===== src/rtl/nor_seq_pkg.sv =====
package nor_seq_pkg;
  typedef enum logic [3:0] {
    S_READ, S_U1, S_U2, S_PGM, S_E3, S_E4, S_E5, S_AUTO,
    S_BPROG, S_BCHIP, S_BSECT
  } seq_st_e;

  typedef enum logic [1:0] {RS_ARR, RS_ID, RS_STAT} rsel_e;

  localparam logic [7:0] C_KEY1  = 8'hAA;
  localparam logic [7:0] C_KEY2  = 8'h55;
  localparam logic [7:0] C_BYP   = 8'h20;
  localparam logic [7:0] C_ERS   = 8'h80;
  localparam logic [7:0] C_ID    = 8'h90;
  localparam logic [7:0] C_PGM   = 8'hA0;
  localparam logic [7:0] C_CHIP  = 8'h10;
  localparam logic [7:0] C_SECT  = 8'h30;
  localparam logic [7:0] C_PAUSE = 8'hB0;
  localparam logic [7:0] C_ABORT = 8'hF0;
  localparam logic [7:0] C_BYPX  = 8'h00;
endpackage


===== src/rtl/nor_busy_timer.sv =====
module nor_busy_timer #(
  parameter int W = 8
) (
  input  logic         clk,
  input  logic         rst,
  input  logic         load,
  input  logic [W-1:0] load_val,
  input  logic         en,
  output logic [W-1:0] cnt
);
  always_ff @(posedge clk) begin
    if (rst)                   cnt <= '0;
    else if (load)             cnt <= load_val;
    else if (en && cnt != '0)  cnt <= cnt - 1'b1;
  end
endmodule


===== src/rtl/nor_cell_array.sv =====
module nor_cell_array #(
  parameter int AW = 6,
  parameter int DW = 8
) (
  input  logic          clk,
  input  logic          a_en,
  input  logic [AW-1:0] a_addr,
  output logic [DW-1:0] a_q,
  input  logic [AW-1:0] b_addr,
  input  logic          b_we,
  input  logic [DW-1:0] b_d,
  output logic [DW-1:0] b_q
);
  localparam int DEPTH = 1 << AW;
  logic [DW-1:0] mem [DEPTH];

  // power-up content: erased
  initial for (int i = 0; i < DEPTH; i++) mem[i] = '1;

  always_ff @(posedge clk) begin
    if (a_en) a_q <= mem[a_addr];
  end

  always_ff @(posedge clk) begin
    if (b_we) mem[b_addr] <= b_d;
    b_q <= mem[b_addr];
  end
endmodule


===== src/rtl/nor_cmd_seq.sv =====
module nor_cmd_seq
  import nor_seq_pkg::*;
#(
  parameter int            AW        = 6,
  parameter int            SECT_BITS = 2,
  parameter logic [AW-1:0] UA0       = 'h15,
  parameter logic [AW-1:0] UA1       = 'h2A,
  parameter int            UNIT      = 16,
  parameter int            CHIP_EXP  = 3,
  parameter int            SECT_EXP  = 2,
  parameter int            PROG_CYC  = 8,
  parameter logic [7:0]    MFR_ID    = 8'h01,
  parameter logic [7:0]    DEV_ID    = 8'h7E
) (
  input  logic          clk,
  input  logic          rst,
  input  logic          we,
  input  logic          rd_en,
  input  logic [AW-1:0] addr,
  input  logic [7:0]    wdata,
  output logic [7:0]    rdata,
  output logic          busy
);
  localparam int SW     = AW - SECT_BITS;
  localparam int CHIP_N = (1 << CHIP_EXP) * UNIT;
  localparam int SECT_N = (1 << SECT_EXP) * UNIT;
  localparam int MAX_N  = (CHIP_N > SECT_N) ? CHIP_N : SECT_N;
  localparam int EW     = $clog2(MAX_N);
  localparam int PW     = $clog2(PROG_CYC);

  seq_st_e st, st_n;
  rsel_e   rsel_q;
  logic    bypass, byp_n, susp, susp_n, chip_kind, tog6, tog2;
  logic [SECT_BITS-1:0] es_sect;
  logic [AW-1:0] p_addr, sweep, b_addr;
  logic [7:0]    p_data, id_q, a_q, b_q, b_d;
  logic [EW-1:0] e_cnt, e_load_val;
  logic [PW-1:0] p_cnt;
  logic key1, key2, p_load, e_load, p_done, e_done, e_en, b_we;

  assign key1   = we && addr == UA0 && wdata == C_KEY1;
  assign key2   = we && addr == UA1 && wdata == C_KEY2;
  assign e_en   = (st == S_BCHIP) || (st == S_BSECT);
  assign busy   = e_en || (st == S_BPROG);
  assign p_done = (st == S_BPROG) && (p_cnt == '0);
  assign e_done = e_en && (e_cnt == '0);
  assign p_load = (st == S_PGM) && we && wdata != C_ABORT &&
                  !(susp && addr[AW-1:SW] == es_sect);
  assign e_load = (st == S_E5) && we &&
                  ((wdata == C_CHIP && addr == UA0) || wdata == C_SECT);
  assign e_load_val = (wdata == C_CHIP) ? EW'(CHIP_N - 1) : EW'(SECT_N - 1);
  assign sweep  = AW'(e_cnt);

  nor_busy_timer #(.W(PW)) u_ptim (
    .clk(clk), .rst(rst), .load(p_load), .load_val(PW'(PROG_CYC - 1)),
    .en(st == S_BPROG), .cnt(p_cnt));

  nor_busy_timer #(.W(EW)) u_etim (
    .clk(clk), .rst(rst), .load(e_load), .load_val(e_load_val),
    .en(e_en), .cnt(e_cnt));

  always_comb begin
    st_n = st; byp_n = bypass; susp_n = susp;
    case (st)
      S_READ: if (we) begin
        if (susp && wdata == C_SECT) begin st_n = S_BSECT; susp_n = 1'b0; end
        else if (bypass) begin
          if (wdata == C_PGM)     st_n = S_PGM;
          else if (wdata == C_ID) st_n = S_AUTO;
        end else if (key1) st_n = S_U1;
      end
      S_U1: if (we) st_n = key2 ? S_U2 : S_READ;
      S_U2: if (we) begin
        st_n = S_READ;
        case (wdata)
          C_BYP:   byp_n = 1'b1;
          C_ERS:   if (!susp) st_n = S_E3;
          C_ID:    st_n = S_AUTO;
          C_PGM:   st_n = S_PGM;
          default: st_n = S_READ;
        endcase
      end
      S_PGM: if (we) st_n = p_load ? S_BPROG : S_READ;
      S_E3:  if (we) st_n = key1 ? S_E4 : S_READ;
      S_E4:  if (we) st_n = key2 ? S_E5 : S_READ;
      S_E5:  if (we) st_n = !e_load ? S_READ : (wdata == C_CHIP ? S_BCHIP : S_BSECT);
      S_AUTO: if (we) begin
        st_n = S_READ;
        if (bypass && wdata == C_BYPX) byp_n = 1'b0;
      end
      S_BPROG: if (p_done) st_n = S_READ;
      S_BCHIP: if (e_done) st_n = S_READ;
      S_BSECT: begin
        if (e_done) st_n = S_READ;
        else if (we && wdata == C_PAUSE) begin st_n = S_READ; susp_n = 1'b1; end
      end
      default: st_n = S_READ;
    endcase
  end

  always_ff @(posedge clk) begin
    if (rst) begin
      st <= S_READ; bypass <= 1'b0; susp <= 1'b0;
      chip_kind <= 1'b0; es_sect <= '0; p_addr <= '0; p_data <= '0;
    end else begin
      st <= st_n; bypass <= byp_n; susp <= susp_n;
      if (e_load) begin
        chip_kind <= (wdata == C_CHIP);
        es_sect   <= addr[AW-1:SW];
      end
      if (p_load) begin p_addr <= addr; p_data <= wdata; end
    end
  end

  // internal port: erase sweep or program read-modify-write
  always_comb begin
    b_addr = sweep; b_we = 1'b0; b_d = '1;
    if (st == S_BPROG) begin
      b_addr = p_addr; b_we = p_done; b_d = b_q & p_data;
    end else if (e_en) begin
      b_we = chip_kind || (sweep[AW-1:SW] == es_sect);
    end
  end

  nor_cell_array #(.AW(AW), .DW(8)) u_mem (
    .clk(clk), .a_en(rd_en), .a_addr(addr), .a_q(a_q),
    .b_addr(b_addr), .b_we(b_we), .b_d(b_d), .b_q(b_q));

  always_ff @(posedge clk) begin
    if (rst) begin
      rsel_q <= RS_ARR; tog6 <= 1'b0; tog2 <= 1'b0; id_q <= '0;
    end else if (rd_en) begin
      if (busy) begin
        rsel_q <= RS_STAT;
        tog6   <= ~tog6;
        if (e_en) tog2 <= ~tog2;
      end else if (st == S_AUTO) begin
        rsel_q <= RS_ID;
        case (addr[1:0])
          2'd0:    id_q <= MFR_ID;
          2'd1:    id_q <= DEV_ID;
          default: id_q <= 8'h00;
        endcase
      end else rsel_q <= RS_ARR;
    end
  end

  always_comb begin
    case (rsel_q)
      RS_STAT: rdata = {1'b0, tog6, 3'b000, tog2, 2'b00};
      RS_ID:   rdata = id_q;
      default: rdata = a_q;
    endcase
  end
endmodule


===== config.mk =====
export PLATFORM = sky130hd
export DESIGN_NAME = nor_cmd_seq
export DESIGN_NICKNAME = d
export VERILOG_FILES = /design/src/rtl/nor_seq_pkg.sv /design/src/rtl/nor_busy_timer.sv /design/src/rtl/nor_cell_array.sv /design/src/rtl/nor_cmd_seq.sv
export SDC_FILE = /design/constraint.sdc
export NUM_CORES = 1
export LEC_CHECK = 0
export BUFFER_PORTS_ARGS = -buffer_cell sky130_fd_sc_hd__buf_4
export CORE_MARGIN = 2
export CORE_UTILIZATION = 30
export CTS_BUF_LIST = sky130_fd_sc_hd__clkbuf_8 sky130_fd_sc_hd__clkbuf_16
export CTS_CLUSTER_DIAMETER = 120
export DETAILED_ROUTE_END_ITERATION = 10
export MAX_ROUTING_LAYER = met4
export PLACE_DENSITY_LB_ADDON = 0.25
export SLEW_MARGIN = 10
export SYNTH_ARGS = -nofsm -noshare
export SYNTH_HDL_FRONTEND = slang
export SYNTH_SLANG_ARGS = --single-unit

===== constraint.sdc =====
create_clock -name clk -period 8.6 [get_ports clk]
set_clock_uncertainty 0.2 [all_clocks]
set_input_delay 1.72 -clock clk [delete_from_list [all_inputs] [get_ports clk]]
set_output_delay 1.72 -clock clk [all_outputs]
set_load 0.05 [all_outputs]

==> summary.md <==
| Metric | Value |
|---|---|
| Outcome | `completed` |
| Post-Place Worst Slack | `~3.4 ns` |
| Antenna-violating nets left | `0` |
| Post-synth top area cell | `edfxtp_1` |
| Sw Share | `0.244` |
| Setup TNS | `0 ns` |
| Tcrit/Tclk final | `0.556` |
| CTS buffer count | `a little over 60` |
| Worst Path Arrival | `between 5 and 6 ns` |
| Full die area | `about 87000 um^2` |
| Ys async rst share | `0` |
| CTS Hold Bufs | `0` |
| Met1 GRT Util | `0.271` |
| Sequential power share | `0.499` |
| Final nets | `1583` |
| Setup CP Type | `reg2reg` |
| Port bufs | `26` |
| Final hold violation count | `0` |
| GRT busiest layer | `met2` |
| Most frequent cell after synthesis | `edfxtp_1` |
| Critical path's top delay family | `simple AND/OR/NAND/NOR gates` |
| Critical Path RT | `8.83 ns` |
| Synth top cells by count | `520 x edfxtp_1, 168 x mux4_2, 130 x a22oi_1, 101 x nor2_1, 71 x nand2_1` |
| Post-synthesis cell area | `roughly 25000 um^2` |
| Synth area leaders | `edfxtp_1 61%, mux4_2 15%, a22oi_1 3.8%` |
| Vias per cell | `~6` |
| CP cell instances | `nor4b_4, buf_4, mux2_2, buf_4, a22o_1, a221oi_1, a31oi_1, nor4_1, nand2_1` |
| Post-CTS setup repair buffer count | `0` |
| Fmax | `between 200 and 250 MHz` |
| Minimum clock period | `~4.8 ns` |
| Pwr dens | `approximately 230 nW/um^2` |
| Post-DP HPWL | `a little over 50000 um` |
| Combinational power share | `0.096` |
| Slew Viols, Final | `0` |
| CTS Root Cell | `clkbuf_16` |
| GRT met3 Usage | `0.0401` |
| Core area | `about 84000 um^2` |
| Rows | `around 110` |
| Placed instance area | `27000 um^2` |
| Unrepaired setup endpoints after global routing | `false` |
| Initial antenna violation count | `2` |
| Cell-internal power | `roughly 5 mW` |
| CP endpoint kind | `flip-flop` |
| First-pass GRT wire length | `119000 um` |
| Clock Latency Late Sink | `about 0.64 ns` |
| Psw | `~1.6 mW` |
| Largest net degree at the start of global routing | `75` |
| Lkg Pwr | `about 8.8 nW` |
| DR pass1 iterations | `6` |
| Routability cong. | `0.857` |
| Reg clk slew, reported paths | `about 0.06 ns` |
| DRC | `0` |
| CTS max path bufs | `3` |
| Most used cell, CP | `buf_4` |
| Crit path max fanout | `35` |
| Post-Synthesis Cells | `around 1600` |
| Yosys top cell area share | `0.613` |
| YS warnings | `0` |
| Worst Path Buf+Inv | `2` |
| CTS tree | `yes` |
| Post-synth EDFFs | `520` |
| Via count | `16400` |
| Fillers | `7984` |
| Predominant post-synthesis flop cell | `edfxtp_1` |
| Critical path startpoint category | `flip-flop` |
| Final Setup Violations | `0` |
| Grt total ovfl | `0` |
| Layout area overhead | `13.9%` |
| Slowest CP cell | `nor4_1` |
| Fin Hold WS | `0.264 ns` |
| Clk sinks | `567` |
| Syn_nets | `1582` |
| Number of global-route vias before repair | `15900` |
| Setup ws final | `between 3 and 4 ns` |
| Post-synthesis sequential area ratio | `0.650` |
| Yosys cell types | `51` |
| Clock network fraction of total power | `0.405` |
| Die width | `between 200 and 300 um` |
| I/O pin count | `27` |
| Relative slew slack | `0.158` |
| Drt total wl | `84200 um` |
| HP Class | `reg2reg` |
| WL/cell | `between 30 and 40 um` |
| Worst-Margin Slew | `~1.3 ns` |
| Initial core utilization | `0.304` |
| Share of cells above drive strength 1 | `0.217` |
| Register bit total from synthesis | `567` |
| DRT iter0 DRCs | `2312` |
| Slowest stage delay, CP | `about 0.95 ns` |
| CTS resizes | `0` |
| Met2 usage | `0.292` |
| Die H | `approximately 300 um` |
| Total Routing Usage GR | `0.196` |
| Htree depth | `2` |
| Avg Synthesized Cell Area | `approximately 16 um^2` |
| Post-route cell area | `around 29000 um^2` |
| VDD IR-drop max | `about 0.18 mV` |
| Max Cap Viol | `0` |
power groups by stage:
| stage | Sequential, mW | Combinational [mW] | Clock [mW] |
|---|---|---|---|
| 2_1_floorplan | 3.30 | 0.384 | 0 |
| 3_3_place_gp | 3.32 | 0.614 | 0 |
| 3_5_place_dp | 3.32 | 0.622 | 0 |
| 4_1_cts | 3.26 | 0.623 | 2.68 |
| 5_1_grt | 3.26 | 0.668 | 2.78 |
| 6_report | 3.26 | 0.626 | 2.65 |
state kept, by name (all words and copies together) (netlist names):
signal	count
rsel_q	2
u_etim.cnt	7
st	4
p_data	8
id_q	2
p_addr	6
u_mem.mem	512
tog6	1
u_mem.b_q	8
susp	1
chip_kind	1
u_ptim.cnt	3
bypass	1
tog2	1
u_mem.a_q	8
es_sect	2
stage by stage:
stage	instances	total power [mW]	util
final	2746	6.53	0.346
after global routing	2745	6.71	0.346
after CTS	2743	6.57	0.346
after detailed placement	2630	3.94	0.322
after global placement	2630	3.93	0.322
after floorplan	1558	3.68	-
area by class of cell:
cell class,instances,area [um^2],area share
well taps,1134,1420,0.0489
flip-flops and latches,567,16600,0.571
repair buffers,66,568,0.0196
diodes,3,7.51,0.000259
clock buffers,64,1590,0.0548
clock inverters,49,425,0.0147
multi-input cells,853,8410,0.290
inverters,10,37.5,0.00129
layer usage:
| metal | up-vias | wire length, um |
|---|---|---|
| li1 | 6584 | - |
| met1 | 8603 | 35100 |
| met2 | 1097 | 38000 |
| met3 | 163 | 8360 |
| met4 | 0 | 2660 |
| met5 | - | 0 |
worst reg2reg max path, cell delays in order, from the launching register on:
cell and delay [ns]:
dfxtp_1 0.51, nor4b_4 0.26, buf_4 0.50, mux2_2 0.75, buf_4 0.52, a22o_1 0.33, a221oi_1 0.20, a31oi_1 0.18
nor4_1 0.95, nand2_1 0.21
cell usage in the layout (no fill, tap or decap), drive strengths merged, types with 21 or more instances in the layout:
cell type  netlist  routed
mux2i           21      21
nand2           71      71
clkbuf          70      65
nor2           101     101
mux4           168     168
a221oi          64      64
a31oi           64      64
inv             10      21
clkinv           0      24
a22o            64      64
a22oi          130     130
dfxtp           47      47
edfxtp         520     520
buf             58      65
final timing paths:
path | start | end | slack [ns] | cells after the start
worst max-delay path | st[3]$_SDFFE_PP0P_ | u_mem.b_q[5]$_DFF_P_ | 3.82 | 9
worst max register to register | st[3]$_SDFFE_PP0P_ | u_mem.b_q[5]$_DFF_P_ | 3.82 | 9
worst min-delay path | chip_kind$_SDFFE_PP0P_ | chip_kind$_SDFFE_PP0P_ | 0.26 | 1
worst min register to register | chip_kind$_SDFFE_PP0P_ | chip_kind$_SDFFE_PP0P_ | 0.26 | 1
cell families (layout without fill, tap and decap cells):
| family | after synthesis | after routing | share of synthesized area |
|---|---|---|---|
| adder cells (fa/ha/maj) | 6 | 6 | 0.00295 |
| flip-flops | 567 | 567 | 0.650 |
| AO/OA/AOI/OAI | 371 | 371 | 0.110 |
| multiplexers | 195 | 195 | 0.159 |
| buffers and inverters | 138 | 189 | 0.0232 |
| XOR/XNOR | 14 | 14 | 0.00481 |
| other | 0 | 3 | 0 |
| AND/OR/NAND/NOR | 267 | 267 | 0.0497 |
Power figures use the tool's default switching activity.
